`config.mk`:
```
export PLATFORM = sky130hd
export DESIGN_NAME = cfb_sample_cipher
export DESIGN_NICKNAME = d
export VERILOG_FILES = /design/src/rtl/cfb_pkg.sv /design/src/rtl/cfb_fmt_mask.sv /design/src/rtl/cfb_ks_ctrl.sv /design/src/rtl/cfb_word_asm.sv /design/src/rtl/cfb_sample_cipher.sv
export SDC_FILE = /design/constraint.sdc
export NUM_CORES = 1
export LEC_CHECK = 0
export ABC_AREA = 1
export BUFFER_PORTS_ARGS = -buffer_cell sky130_fd_sc_hd__buf_4
export CAP_MARGIN = 15
export CORE_MARGIN = 3
export CORE_UTILIZATION = 55
export DETAILED_ROUTE_END_ITERATION = 7
export GPL_ROUTABILITY_DRIVEN = 0
export HOLD_SLACK_MARGIN = 0.1
export PLACE_DENSITY = 0.88
export REMOVE_ABC_BUFFERS = 1
export SYNTH_ARGS = -nofsm -noshare
export SYNTH_HDL_FRONTEND = slang
export SYNTH_SLANG_ARGS = --single-unit
export TNS_END_PERCENT = 30
```
`constraint.sdc`:
```
create_clock -name clk -period 3.8 [get_ports clk]
set_clock_uncertainty 0.2 [all_clocks]
set_input_delay 0.76 -clock clk [delete_from_list [all_inputs] [get_ports clk]]
set_output_delay 0.76 -clock clk [all_outputs]
set_load 0.02 [all_outputs]
```
`src/rtl/cfb_pkg.sv`:
```
package cfb_pkg;

    localparam int SMP_W        = 8;
    localparam int SMP_PER_WORD = 8;
    localparam int WORD_W       = SMP_W * SMP_PER_WORD;
    localparam int IDX_W        = $clog2(SMP_PER_WORD);

    typedef enum logic [1:0] {
        FMT_ALL8 = 2'b00,
        FMT_TOP7 = 2'b01,
        FMT_TOP6 = 2'b10,
        FMT_TOP4 = 2'b11
    } fmt_e;

    typedef enum logic {
        KS_WAIT = 1'b0,
        KS_HELD = 1'b1
    } ks_state_e;

    // Ones mark the low bits that bypass the cipher.
    function automatic logic [SMP_W-1:0] pass_mask(input logic [1:0] f);
        logic [SMP_W-1:0] m;
        unique case (fmt_e'(f))
            FMT_ALL8: m = SMP_W'(8'h00);
            FMT_TOP7: m = SMP_W'(8'h01);
            FMT_TOP6: m = SMP_W'(8'h03);
            FMT_TOP4: m = SMP_W'(8'h0F);
        endcase
        return m;
    endfunction

endpackage

```
`src/rtl/cfb_fmt_mask.sv`:
```
module cfb_fmt_mask
    import cfb_pkg::*;
#(
    parameter int SW = SMP_W
) (
    input  logic [SW-1:0] smp,
    input  logic [1:0]    fmt,
    input  logic          dec_mode,
    input  logic          cipher_on,
    input  logic [SW-1:0] key_byte,
    output logic [SW-1:0] res_byte,
    output logic [SW-1:0] fb_byte
);

    logic [SW-1:0] low;
    logic [SW-1:0] forced;
    logic [SW-1:0] mixed;

    always_comb begin
        low    = pass_mask(fmt);
        forced = smp | low;
        mixed  = forced ^ key_byte;
        if (cipher_on) begin
            res_byte = (mixed & ~low) | (smp & low);
        end else begin
            res_byte = smp;
        end
        if (dec_mode) begin
            fb_byte = forced;
        end else begin
            fb_byte = (res_byte & ~low) | low;
        end
    end

endmodule

```
`src/rtl/cfb_ks_ctrl.sv`:
```
module cfb_ks_ctrl
    import cfb_pkg::*;
#(
    parameter int WW = WORD_W
) (
    input  logic          clk,
    input  logic          rst_n,
    input  logic          resync,
    input  logic          word_done,
    input  logic          ks_ack,
    input  logic [WW-1:0] ks_data,
    output logic          ks_req,
    output logic          ks_have,
    output logic [WW-1:0] ks_word
);

    ks_state_e st_q;
    ks_state_e st_d;

    always_ff @(posedge clk) begin
        if (!rst_n) begin
            st_q <= KS_WAIT;
        end else begin
            st_q <= st_d;
        end
    end

    always_comb begin
        st_d = st_q;
        unique case (st_q)
            KS_WAIT: begin
                if (resync || word_done) begin
                    st_d = KS_WAIT;
                end else if (ks_ack) begin
                    st_d = KS_HELD;
                end
            end
            KS_HELD: begin
                if (resync || word_done) begin
                    st_d = KS_WAIT;
                end
            end
        endcase
    end

    always_comb begin
        ks_req  = (st_q == KS_WAIT);
        ks_have = (st_q == KS_HELD);
    end

    always_ff @(posedge clk) begin
        if (!rst_n) begin
            ks_word <= '0;
        end else if (st_q == KS_WAIT && ks_ack && !resync && !word_done) begin
            ks_word <= ks_data;
        end
    end


    req_hold_chk: assert property (@(posedge clk) disable iff (!rst_n)
        (ks_req && !ks_ack) |=> ks_req);


    req_after_word_chk: assert property (@(posedge clk) disable iff (!rst_n)
        word_done |=> ks_req);

endmodule

```
`src/rtl/cfb_word_asm.sv`:
```
module cfb_word_asm
    import cfb_pkg::*;
#(
    parameter  int SW   = SMP_W,
    parameter  int NS   = SMP_PER_WORD,
    localparam int WW   = SW * NS,
    localparam int IW   = $clog2(NS),
    localparam int PW   = WW - SW
) (
    input  logic          clk,
    input  logic          rst_n,
    input  logic          resync,
    input  logic          take,
    input  logic [SW-1:0] fb_byte,
    output logic [IW-1:0] idx,
    output logic          word_done,
    output logic [WW-1:0] fb_word
);

    localparam logic [IW-1:0] LAST = IW'(NS - 1);

    logic [PW-1:0] part_q;
    logic [PW-1:0] part_d;

    assign word_done = take && (idx == LAST);

    generate
        if (PW > SW) begin : g_shift
            assign part_d = {part_q[PW-SW-1:0], fb_byte};
        end else begin : g_load
            assign part_d = fb_byte;
        end
    endgenerate

    always_ff @(posedge clk) begin
        if (!rst_n || resync) begin
            idx     <= '0;
            part_q  <= '0;
            fb_word <= '0;
        end else if (take) begin
            idx    <= word_done ? '0 : idx + 1'b1;
            part_q <= part_d;
            if (word_done) begin
                fb_word <= {part_q, fb_byte};
            end
        end
    end


    fb_hold_chk: assert property (@(posedge clk) disable iff (!rst_n)
        (!word_done && !resync) |=> $stable(fb_word));

endmodule

```
`src/rtl/cfb_sample_cipher.sv`:
```
module cfb_sample_cipher
    import cfb_pkg::*;
(
    input  logic              clk,
    input  logic              rst_n,
    input  logic [1:0]        fmt,
    input  logic              dec_mode,
    input  logic              word_sync,
    input  logic              smp_valid,
    input  logic [SMP_W-1:0]  smp_in,
    output logic              smp_out_valid,
    output logic [SMP_W-1:0]  smp_out,
    output logic              ks_err,
    output logic              ks_req,
    output logic [WORD_W-1:0] ks_fb,
    input  logic              ks_ack,
    input  logic [WORD_W-1:0] ks_data
);

    logic              take;
    logic              ack_now;
    logic              first_smp;
    logic              cipher_now;
    logic              word_en_q;
    logic              word_done;
    logic              ks_have;
    logic [IDX_W-1:0]  idx;
    logic [WORD_W-1:0] ks_word;
    logic [WORD_W-1:0] key_src;
    logic [SMP_W-1:0]  key_byte;
    logic [SMP_W-1:0]  res_byte;
    logic [SMP_W-1:0]  fb_byte;
    logic [SMP_W-1:0]  key_lane [SMP_PER_WORD];

    assign take      = smp_valid && !word_sync;
    assign ack_now   = ks_req && ks_ack;
    assign first_smp = (idx == '0);
    assign key_src   = ack_now ? ks_data : ks_word;

    for (genvar g = 0; g < SMP_PER_WORD; g++) begin : g_lane
        assign key_lane[g] = key_src[WORD_W-1-g*SMP_W -: SMP_W];
    end

    always_comb begin
        key_byte   = key_lane[idx];
        cipher_now = first_smp ? (ks_have || ack_now) : word_en_q;
    end

    cfb_ks_ctrl #(.WW(WORD_W)) u_ctrl (
        .clk      (clk),
        .rst_n    (rst_n),
        .resync   (word_sync),
        .word_done(word_done),
        .ks_ack   (ks_ack),
        .ks_data  (ks_data),
        .ks_req   (ks_req),
        .ks_have  (ks_have),
        .ks_word  (ks_word)
    );

    cfb_fmt_mask #(.SW(SMP_W)) u_mask (
        .smp      (smp_in),
        .fmt      (fmt),
        .dec_mode (dec_mode),
        .cipher_on(cipher_now),
        .key_byte (key_byte),
        .res_byte (res_byte),
        .fb_byte  (fb_byte)
    );

    cfb_word_asm #(.SW(SMP_W), .NS(SMP_PER_WORD)) u_asm (
        .clk      (clk),
        .rst_n    (rst_n),
        .resync   (word_sync),
        .take     (take),
        .fb_byte  (fb_byte),
        .idx      (idx),
        .word_done(word_done),
        .fb_word  (ks_fb)
    );

    always_ff @(posedge clk) begin
        if (!rst_n) begin
            smp_out_valid <= 1'b0;
            smp_out       <= '0;
            word_en_q     <= 1'b0;
            ks_err        <= 1'b0;
        end else begin
            smp_out_valid <= take;
            if (take) begin
                smp_out <= res_byte;
            end
            if (word_sync) begin
                word_en_q <= 1'b0;
                ks_err    <= 1'b0;
            end else if (take && first_smp) begin
                word_en_q <= cipher_now;
                if (!cipher_now) begin
                    ks_err <= 1'b1;
                end
            end
        end
    end


    out_follow_chk: assert property (@(posedge clk) disable iff (!rst_n)
        take |=> smp_out_valid);


    out_idle_chk: assert property (@(posedge clk) disable iff (!rst_n)
        !take |=> !smp_out_valid);


    low_pass_chk: assert property (@(posedge clk) disable iff (!rst_n)
        smp_out_valid |-> (((smp_out ^ $past(smp_in)) & pass_mask($past(fmt))) == '0));


    err_sticky_chk: assert property (@(posedge clk) disable iff (!rst_n)
        (ks_err && !word_sync) |=> ks_err);


    err_bypass_chk: assert property (@(posedge clk) disable iff (!rst_n)
        $rose(ks_err) |-> (smp_out == $past(smp_in)));


    resync_chk: assert property (@(posedge clk) disable iff (!rst_n)
        word_sync |=> (ks_fb == '0 && ks_req && !ks_err && !smp_out_valid));

endmodule

```
### Word-level counts from Yosys, hierarchy flattened

Index checks and enable logic that the tools add are counted.

* add/subtract/negate cells: 1
* order comparisons: 1
* equal/unequal tests: 4
* muxes and demuxes: 13
* bitwise gates (word level): 12
* reduce and logical (&&, ||, !) cells: 17

Operators with widths (count)
* $mux W64: 1
* $mux W8: 4
* $pmux W8 S4: 1
* $and A8 B8 Y8: 3
* $bmux W8 S3: 1
* $or A8 B8 Y8: 3
* $not A8 Y8: 1
* $xor A8 B8 Y8: 1
* $logic_and A1 B1 Y1: 6
* $eq A2 B2 Y1 const B: 2
* $ge A4 B4 Y1 const B: 1
* $mux W1: 4
* $not A3 Y4: 1
* $reduce_and A2 Y1: 2
* $add A3 B1 Y3 const B: 1
* $eq A3 B3 Y1 const B: 1
* $logic_not A1 Y1: 3
* $logic_not A3 Y1: 1
* $logic_or A1 B1 Y1: 3
* $mux W3: 1
* $not A1 Y1: 3
* $eq A2 B1 Y1 const B: 1
* $logic_not A2 Y1: 1
* $pmux W1 S2: 1
* $reduce_or A2 Y1: 1

* register bits: 199
* output and inout bits: 75

### Depth between registers and ports, before layout

Gate-level depths: netlist of the first run.

* depth after elaboration: 13
* depth in mapped cells: 16
* depth with buffers taken out: 14

### By module

A second synthesis of the first run with hierarchy kept.

* cells, all modules: 1602
* area total of the unflattened synthesis: 10107.2 um^2

By module, submodules not included
* cfb_word_asm: times used 1, cells each 675, area each 4824.6 um^2, sequential area each 2462.4 um^2
* cfb_ks_ctrl: times used 1, cells each 426, area each 2914.0 um^2, sequential area each 1301.2 um^2
* cfb_sample_cipher: times used 1, cells each 436, area each 2060.7 um^2, sequential area each 220.2 um^2
* cfb_fmt_mask: times used 1, cells each 65, area each 307.8 um^2, sequential area each 0.0 um^2

### Worst setup path after synthesis of the first run

OpenSTA, ideal clock, no wires.

* path type: register -> register
* from: register u_asm.idx[1]
* to: register u_asm.part_q[4]
* setup time: 0.109 ns
* data arrival time: 2.165 ns
* required time: 3.491 ns
* slack: 1.326 ns
* stages on the path, launching flop included: 15
* period minus slack after synthesis: 2.474 ns
* path through: dfxtp_1 buf_2 clkinv_1 clkbuf_1 ha_1 inv_1 nor2_1 o21ai_0 clkinv_1 nand3_1 nand2_1 nand3_1 nand3_1 nand2_1 inv_1

* word-level cells in the longest chain between the ends: 11

RTL lines
* from (decl): line cfb_word_asm.sv:15 `output logic [IW-1:0] idx,`
* from (signal assigned): line cfb_word_asm.sv:41 `idx <= word_done ? '0 : idx + 1'b1;`
* $not A3 Y4 (implied by the code): line cfb_sample_cipher.sv:45 `key_byte = key_lane[idx];`
* $bmux W8 S3: line cfb_sample_cipher.sv:45
* $mux W8 (implied by the code) (2 in a row): line cfb_sample_cipher.sv:45
* $xor A8 B8 Y8: line cfb_fmt_mask.sv:22 `mixed = forced ^ key_byte;`
* $and A8 B8 Y8: line cfb_fmt_mask.sv:24 `res_byte = (mixed & ~low) | (smp & low);`
* $or A8 B8 Y8: line cfb_fmt_mask.sv:24
* $mux W8 (*): line cfb_fmt_mask.sv:23 `if (cipher_on) begin`
* $and A8 B8 Y8 (*): line cfb_fmt_mask.sv:31 `fb_byte = (res_byte & ~low) | low;`
* $or A8 B8 Y8 (*): line cfb_fmt_mask.sv:31
* $mux W8 (*): line cfb_fmt_mask.sv:28 `if (dec_mode) begin`
* to (signal assigned): line cfb_word_asm.sv:42 `part_q <= part_d;`
* to (decl): line cfb_word_asm.sv:22 `logic [PW-1:0] part_q;`

Mark *: on every way between the ends. The rest lies on a longest branch, timed or not. The select of a mux whose other input is x is not followed.
A chain may end at the register's enable or synchronous reset.

### Worst setup path after layout of the first run

Ends and elaborated chain as after synthesis.

==> results of run 1 <==
[layout by cell type (no fill, tap or decap), types with 2 or more instances in the layout]
| master | instances |
|---|---|
| sky130_fd_sc_hd__clkinv_2 | 2 |
| sky130_fd_sc_hd__nor2_1 | 161 |
| sky130_fd_sc_hd__inv_6 | 4 |
| sky130_fd_sc_hd__nand3_1 | 167 |
| sky130_fd_sc_hd__nor3_1 | 2 |
| sky130_fd_sc_hd__ha_1 | 3 |
| sky130_fd_sc_hd__o21ai_1 | 2 |
| sky130_fd_sc_hd__inv_1 | 77 |
| sky130_fd_sc_hd__dfxtp_1 | 199 |
| sky130_fd_sc_hd__nand2_1 | 154 |
| sky130_fd_sc_hd__inv_2 | 4 |
| sky130_fd_sc_hd__clkbuf_16 | 17 |
| sky130_fd_sc_hd__nor2_4 | 3 |
| sky130_fd_sc_hd__nand4_1 | 8 |
| sky130_fd_sc_hd__o21ai_0 | 180 |
| sky130_fd_sc_hd__o211ai_1 | 3 |
| sky130_fd_sc_hd__clkinv_1 | 5 |
| sky130_fd_sc_hd__inv_8 | 3 |
| sky130_fd_sc_hd__a211oi_1 | 2 |
| sky130_fd_sc_hd__a21oi_1 | 109 |
| sky130_fd_sc_hd__buf_4 | 170 |
[synthesized netlist by cell type, types with 2 or more instances]
cell                         n  area share, %
sky130_fd_sc_hd__dfxtp_1   199             48
sky130_fd_sc_hd__o21ai_0   180             11
sky130_fd_sc_hd__nand3_1   167             10
sky130_fd_sc_hd__nor2_1    161            7.2
sky130_fd_sc_hd__nand2_1   155            7.0
sky130_fd_sc_hd__a21oi_1   109            6.5
sky130_fd_sc_hd__inv_1      77            3.5
sky130_fd_sc_hd__clkbuf_1   52            2.3
sky130_fd_sc_hd__buf_2      21            1.3
sky130_fd_sc_hd__nand4_1     8           0.60
sky130_fd_sc_hd__buf_1       6           0.27
sky130_fd_sc_hd__buf_4       6           0.54
sky130_fd_sc_hd__clkinv_1    5           0.22
sky130_fd_sc_hd__inv_2       4           0.18
sky130_fd_sc_hd__ha_1        3           0.45
sky130_fd_sc_hd__nor2_2      3           0.22
sky130_fd_sc_hd__o211ai_1    3           0.27
sky130_fd_sc_hd__a211oi_1    2           0.18
sky130_fd_sc_hd__nor3_1      2           0.12
sky130_fd_sc_hd__o21ai_1     2           0.12
[cell families (layout without fill, tap and decap cells)]
logic type | after synthesis | after routing
flip-flops | 199 | 199
buffers and inverters | 172 | 287
AO/OA/AOI/OAI | 297 | 297
adder cells (fa/ha/maj) | 3 | 3
AND/OR/NAND/NOR | 499 | 499
[registers in the layout, summed over array words and instances, names as in the netlist]
name / flops
u_asm.fb_word: 64
u_ctrl.ks_word: 64
u_asm.part_q: 56
smp_out: 8
u_asm.idx: 3
ks_err: 1
smp_out_valid: 1
u_ctrl.ks_have: 1
word_en_q: 1
[worst min-delay path, delay by kind of cell (launching register included)]
family,cells,cell delay [ps]
simple gates,2,100
flops,1,310
[area by class of cell]
| type | count | area [µm²] |
|---|---|---|
| clock inverters | 11 | 116 |
| multi-input cells | 799 | 3690 |
| fillers | 1204 | 4620 |
| inverters | 86 | 323 |
| well taps | 184 | 230 |
| flip-flops and latches | 199 | 3980 |
| clock buffers | 19 | 443 |
| repair buffers | 171 | 1300 |
[stage by stage]
stage          setup slack [ps]  setup TNS [ps]  power (W)  area [µm²]
3_3_place_gp                770               0    0.00272        9520
5_1_grt                     674               0    0.00461       10100
4_1_cts                     984               0    0.00445       10100
2_1_floorplan             -2020         -179870    0.00251        7970
6_report                    893               0    0.00444       10100
3_5_place_dp                728               0    0.00273        9520
[per-layer routing]
metal,GRT usage [%],share of wire (%),vias up
li1,-,-,4080
met1,37.4,43,3773
met2,42.3,46,348
met3,5.89,7.5,66
met4,10.8,3.4,2
met5,0,0.053,-
[power by group through the flow]
stage	clock, W	sequential, W	combinational, W
after floorplan	0	0.00225	0.000261
after global placement	0	0.00225	0.000465
after detailed placement	0	0.00225	0.000479
after CTS	0.00176	0.00221	0.000483
after global routing	0.00184	0.00222	0.000546
final	0.00175	0.00221	0.000488
[path summary, 6_finish.rpt]
| check | to | cells after the start | slack, ps | from |
|---|---|---|---|---|
| max | u_asm.part_q[4]$_SDFFE_PP0P_ | 12 | 890 | u_asm.idx[1]$_SDFFE_PP0P_ |
| min | u_asm.fb_word[3]$_SDFFE_PP0P_ | 2 | 250 | u_asm.fb_word[3]$_SDFFE_PP0P_ |
| max reg2reg | u_asm.part_q[4]$_SDFFE_PP0P_ | 12 | 890 | u_asm.idx[1]$_SDFFE_PP0P_ |
| min reg2reg | u_asm.fb_word[3]$_SDFFE_PP0P_ | 2 | 250 | u_asm.fb_word[3]$_SDFFE_PP0P_ |
==> run summary, run 1 <==
* **outcome** finished clean
* **clock tree from TritonCTS** built
* **Post-Route Utilization** 68.6%
* **Period minus WS final** 2910 ps
* **Wirelength per Cell** 15.5 µm
* **effective utilization at floorplan** 56.8%
* **cells along the critical path** clkinv_1 > ha_1 > inv_1 > nor2_1 > o21ai_0 > clkinv_1 > nand3_1 > nand2_1 > nand3_1 > nand3_1 > nand2_1 > inv_1
* **cell at the slowest stage of the critical path** sky130_fd_sc_hd__dfxtp_1
* **basic-gate share of the synthesized area counting and, or, nand and nor cells** 25.5%
* **number of clock buffers inserted by TritonCTS** 17
* **sort of element at the start of the critical path** flop
* **worst path buffer plus inverter count** 4
* **power per cell area** 441 nW/µm²
* **first-pass GRT wire length** 36800 µm
* **share of flip-flops with an asynchronous set or reset after synthesis** 0%
* **first-pass detailed-route iteration total** 6
* **Clock Root Buffer** sky130_fd_sc_hd__clkbuf_16
* **synthesis warning total** 0
* **total net switching power** 0.00116 W
* **maximum clock path buffer count** 2
* **delay of the slowest cell on the worst path** 550 ps
* **instance count of the mapped netlist** 1170
* **drt drc** 0
* **clock sinks** 199
* **share of synthesized area occupied by flip-flops and latches** 47.7%
* **most used flip-flop cell after synthesis** sky130_fd_sc_hd__dfxtp_1
* **relative area change from synthesis to final layout** 20.7%
* **compound-gate portion of the synthesized area** 18.0%
* **share of the synthesized netlist area taken by xor and xnor gates** 0%
* **antenna cell count** 0
* **WS Path Type** flop to flop
* **worst hold-check path type** flop to flop
* **final HPWL from detailed placement** 14700 µm
* **number of synthesized flops with an enable pin** 0
* **number of antenna-violating nets in the routed design** 0
* **number of failing hold endpoints at the final stage** 0
* **Final Slew Violations** 0
* **Synth Area per Inst** 7.14 µm²
* **vias in the first global route** 7554
* **overall track demand over capacity in global routing** 27.3%
* **placeable core region** 14700 µm²
* **combinational group share of total power** 11.0%
* **Chip Height** 129 µm
* **FP Rows** 44
* **adder-cell share of the synthesized area** 0.449%
* **most common cell type on the critical path** sky130_fd_sc_hd__nand3_1
* **CP required** 3940 ps
* **area of the die** 16700 µm²
* **dominant combinational cell family by area after synthesis** simple AND/OR/NAND/NOR gates
* **Post-CTS Resized** 0
* **share of layout cells above drive strength 1** 16.3%
* **internal power of the cells** 0.00328 W
* **Clk Latency, worst-skew pair** 440 ps
* **maximum clock frequency** 0.344 GHz
* **post-synthesis register bit count** 199
* **Layout Nets** 1357
* **Worst-Margin Slew** 853 ps
* **cell type group with the largest total delay on the critical path** buffers and inverters
* **Critical Path AT** 3050 ps
* **post-synthesis cell area** 8350 µm²
* **worst hold margin** 252 ps
* **maximum level of the CTS H-tree** 4
* **antenna violations before repair** 1
* **clock transition at the register clock pins on the worst setup and hold paths after CTS** 70 ps
* **max-cap check violation count** 0
* **LEAKAGE** 4.52 nW
* **multiplexer share of the synthesized area** 0%
* **number of port buffers** 154
* **kind of end point of the critical path** flop
* **final cell count without fillers** 1469
* **Top Ports** 155
* **total detailed-routing wirelength** 22800 µm
* **Relative slew margins** 43.2%
* **hold_buf cts** 0
* **clock power share** 39.3%
* **worst vdd rail ir drop** 0.000372 V
* **number of distinct library cells after synthesis** 25
* **number of violations reported at the end of detailed-routing iteration 0** 1088
* **die span in x** 129 µm
* **total setup violations reported at the end of the flow** 0
* **total congestion overflow after global routing** 0
* **Final period util** 76.5%
* **pin count of the biggest net entering global routing** 106
* **number of buffers added for setup after CTS** 0
* **part of the power in registers** 49.7%
* **vias per cell** 5.63
* **proportion of total power due to net switching** 26.2%
* **RSZ-0062 raised after global routing** false
* **total via count after detailed routing** 8269
* **total placed cells including tap cells** 1439
* **critical-path maximum fanout** 9
Note: power is estimated with default switching activity, not from simulation.
==> inputs of run 2 (changes only) <==
==> constraint.sdc (replaced) <==
create_clock -name clk -period 2.7 [get_ports clk]
set_clock_uncertainty 0.2 [all_clocks]
set_input_delay 0.54 -clock clk [delete_from_list [all_inputs] [get_ports clk]]
set_output_delay 0.54 -clock clk [all_outputs]
set_load 0.02 [all_outputs]
==> run 2 against run 1 <==
Against the previous run: core utilization increased by 0.78 points; power increased by 42%; worst hold slack got worse by 120 ps; sequential cell count unchanged; global-route usage increased by 0.42 points; combinational power increased by 44%; sequential share of layout area decreased by 0.45 points; clock power increased by 42%; sequential power increased by 41%; fmax increased by 21%; register-to-register slack got worse by 600 ps; highest routed layer is now met4.
==> run summary, run 2 (synthesis results as in run 1) <==
* **overall track demand over capacity in global routing** 27.7%
* **setup TNS** 0 ps
* **sort of element at the start of the critical path** flop
* **slack of the critical path** 296 ps
* **Wirelength per Cell** 15.7 µm
* **number of port buffers** 154
* **Post-CTS Resized** 0
* **area of the die** 16700 µm²
* **commonest non-fill, non-tap cells in the layout** 199 x sky130_fd_sc_hd__dfxtp_1, 180 x sky130_fd_sc_hd__o21ai_0, 169 x sky130_fd_sc_hd__buf_4, 167 x sky130_fd_sc_hd__nand3_1, 161 x sky130_fd_sc_hd__nor2_1
* **clock sinks** 199
* **antenna violations before repair** 0
* **kind of end point of the critical path** flop
* **Relative slew margins** 52.5%
* **total via count after detailed routing** 8372
* **worst vdd rail ir drop** 0.000494 V
* **Clk Latency, worst-skew pair** 440 ps
* **number of failing hold endpoints at the final stage** 0
* **power per cell area** 618 nW/µm²
* **drt drc** 0
* **Power, Total** 0.00630 W
* **vias in the first global route** 7881
* **Period minus WS final** 2400 ps
* **RSZ-0062 raised after global routing** false
* **design area** 10200 µm²
* **first-pass GRT wire length** 37600 µm
* **hold_buf cts** 0
* **most common library cell in the layout ignoring fill and taps** sky130_fd_sc_hd__dfxtp_1
* **number of clock buffers inserted by TritonCTS** 17
* **DP Area** 9610 µm²
* **maximum clock path buffer count** 2
* **proportion of total power due to net switching** 26.9%
* **part of the power in registers** 49.3%
* **total congestion overflow after global routing** 0
* **Final period util** 89.1%
* **clock power share** 39.5%
* **multi-input logic area** 3690 µm²
* **worst hold-check path type** input pin to flop
* **Chip Height** 129 µm
* **vias per cell** 5.67
* **share of layout cells above drive strength 1** 16.7%
* **final HPWL from detailed placement** 14900 µm
* **relative area change from synthesis to final layout** 22.0%
* **placeable core region** 14700 µm²
* **Top Ports** 155
* **WS Path Type** flop to flop
* **Final Slew Violations** 0
* **Clock Root Buffer** sky130_fd_sc_hd__clkbuf_16
* **maximum level of the CTS H-tree** 4
* **total setup violations reported at the end of the flow** 0
* **sequential cell area** 3980 µm²
* **first-pass detailed-route iteration total** 6
* **clock tree from TritonCTS** built
* **total placed cells including tap cells** 1443
* **clock transition at the register clock pins on the worst setup and hold paths after CTS** 70 ps
* **number of violations reported at the end of detailed-routing iteration 0** 985
* **maximum clock frequency** 0.416 GHz
* **final cell count without fillers** 1476
* **pin count of the biggest net entering global routing** 106
* **Critical Path AT** 2590 ps
* **Largest regs** u_asm.fb_word (64), u_ctrl.ks_word (64), u_asm.part_q (56)
* **effective utilization at floorplan** 56.8%
* **critical-path maximum fanout** 9
* **Layout Nets** 1361
* **Worst-Margin Slew** 712 ps
* **die span in x** 129 µm
* **outcome** finished clean
* **total detailed-routing wirelength** 23200 µm
* **Layout fillers** 1222
* **LEAKAGE** 4.56 nW
* **number of buffers added for setup after CTS** 0
* **number of antenna-violating nets in the routed design** 0
* **max-cap check violation count** 0
* **pre-CTS setup slack** 338 ps
* **FP Rows** 44
* **CP required** 2890 ps
* **internal power of the cells** 0.00461 W
* **combinational group share of total power** 11.2%
* **total net switching power** 0.00170 W
## run 2: power groups by stage
stage,sequential [W],combinational (W),clock (W)
floorplan,0.00317,0.000368,0
global placement,0.00317,0.000675,0
detailed placement,0.00317,0.000692,0
CTS,0.00311,0.000698,0.00251
global route,0.00312,0.000788,0.00263
finish,0.00311,0.000705,0.00249
## run 2: path summary, 6_finish.rpt
check | to | cells after the start | slack, ps | startpoint
worst max-delay path | ks_err$_SDFFE_PP0P_ | 8 | 300 | u_asm.idx[0]$_SDFFE_PP0P_
worst min-delay path | u_ctrl.ks_word[26]$_SDFFE_PN0P_ | 3 | 130 | ks_data[26]
worst max register to register | ks_err$_SDFFE_PP0P_ | 8 | 300 | u_asm.idx[0]$_SDFFE_PP0P_
worst min register to register | u_asm.fb_word[3]$_SDFFE_PP0P_ | 2 | 260 | u_asm.fb_word[3]$_SDFFE_PP0P_
## run 2: worst max-delay path, cell delays in order, from the launching register on
cell and delay, ps:
sky130_fd_sc_hd__dfxtp_1 360, sky130_fd_sc_hd__clkinv_1 100, sky130_fd_sc_hd__ha_1 210, sky130_fd_sc_hd__inv_1 90, sky130_fd_sc_hd__nor2_1 70, sky130_fd_sc_hd__o21ai_0 300, sky130_fd_sc_hd__clkinv_1 310, sky130_fd_sc_hd__nor4_1 540
sky130_fd_sc_hd__o21a_1 180
## run 2: final cells by class
cell class	instances	area share [%]
diodes	1	0.0245
clock buffers	21	4.62
clock inverters	11	1.07
inverters	86	3.17
multi-input cells	799	36.2
flip-flops and latches	199	39.1
well taps	184	2.26
repair buffers	175	13.6
## run 2: through the flow
step / hold slack, ps / utilization (%)
floorplan: 227 / -
global placement: 234 / 65.4
detailed placement: 241 / 65.4
CTS: 122 / 69.3
global route: 129 / 69.3
finish: 129 / 69.3
## run 2: per-layer routing
layer	vias to the layer above	global-route usage, %	share of wire [%]
met2	354	44.6	47
met3	53	5.61	7.7
met5	-	0	0
li1	4088	-	-
met1	3877	36.6	42
met4	0	11.4	3.0
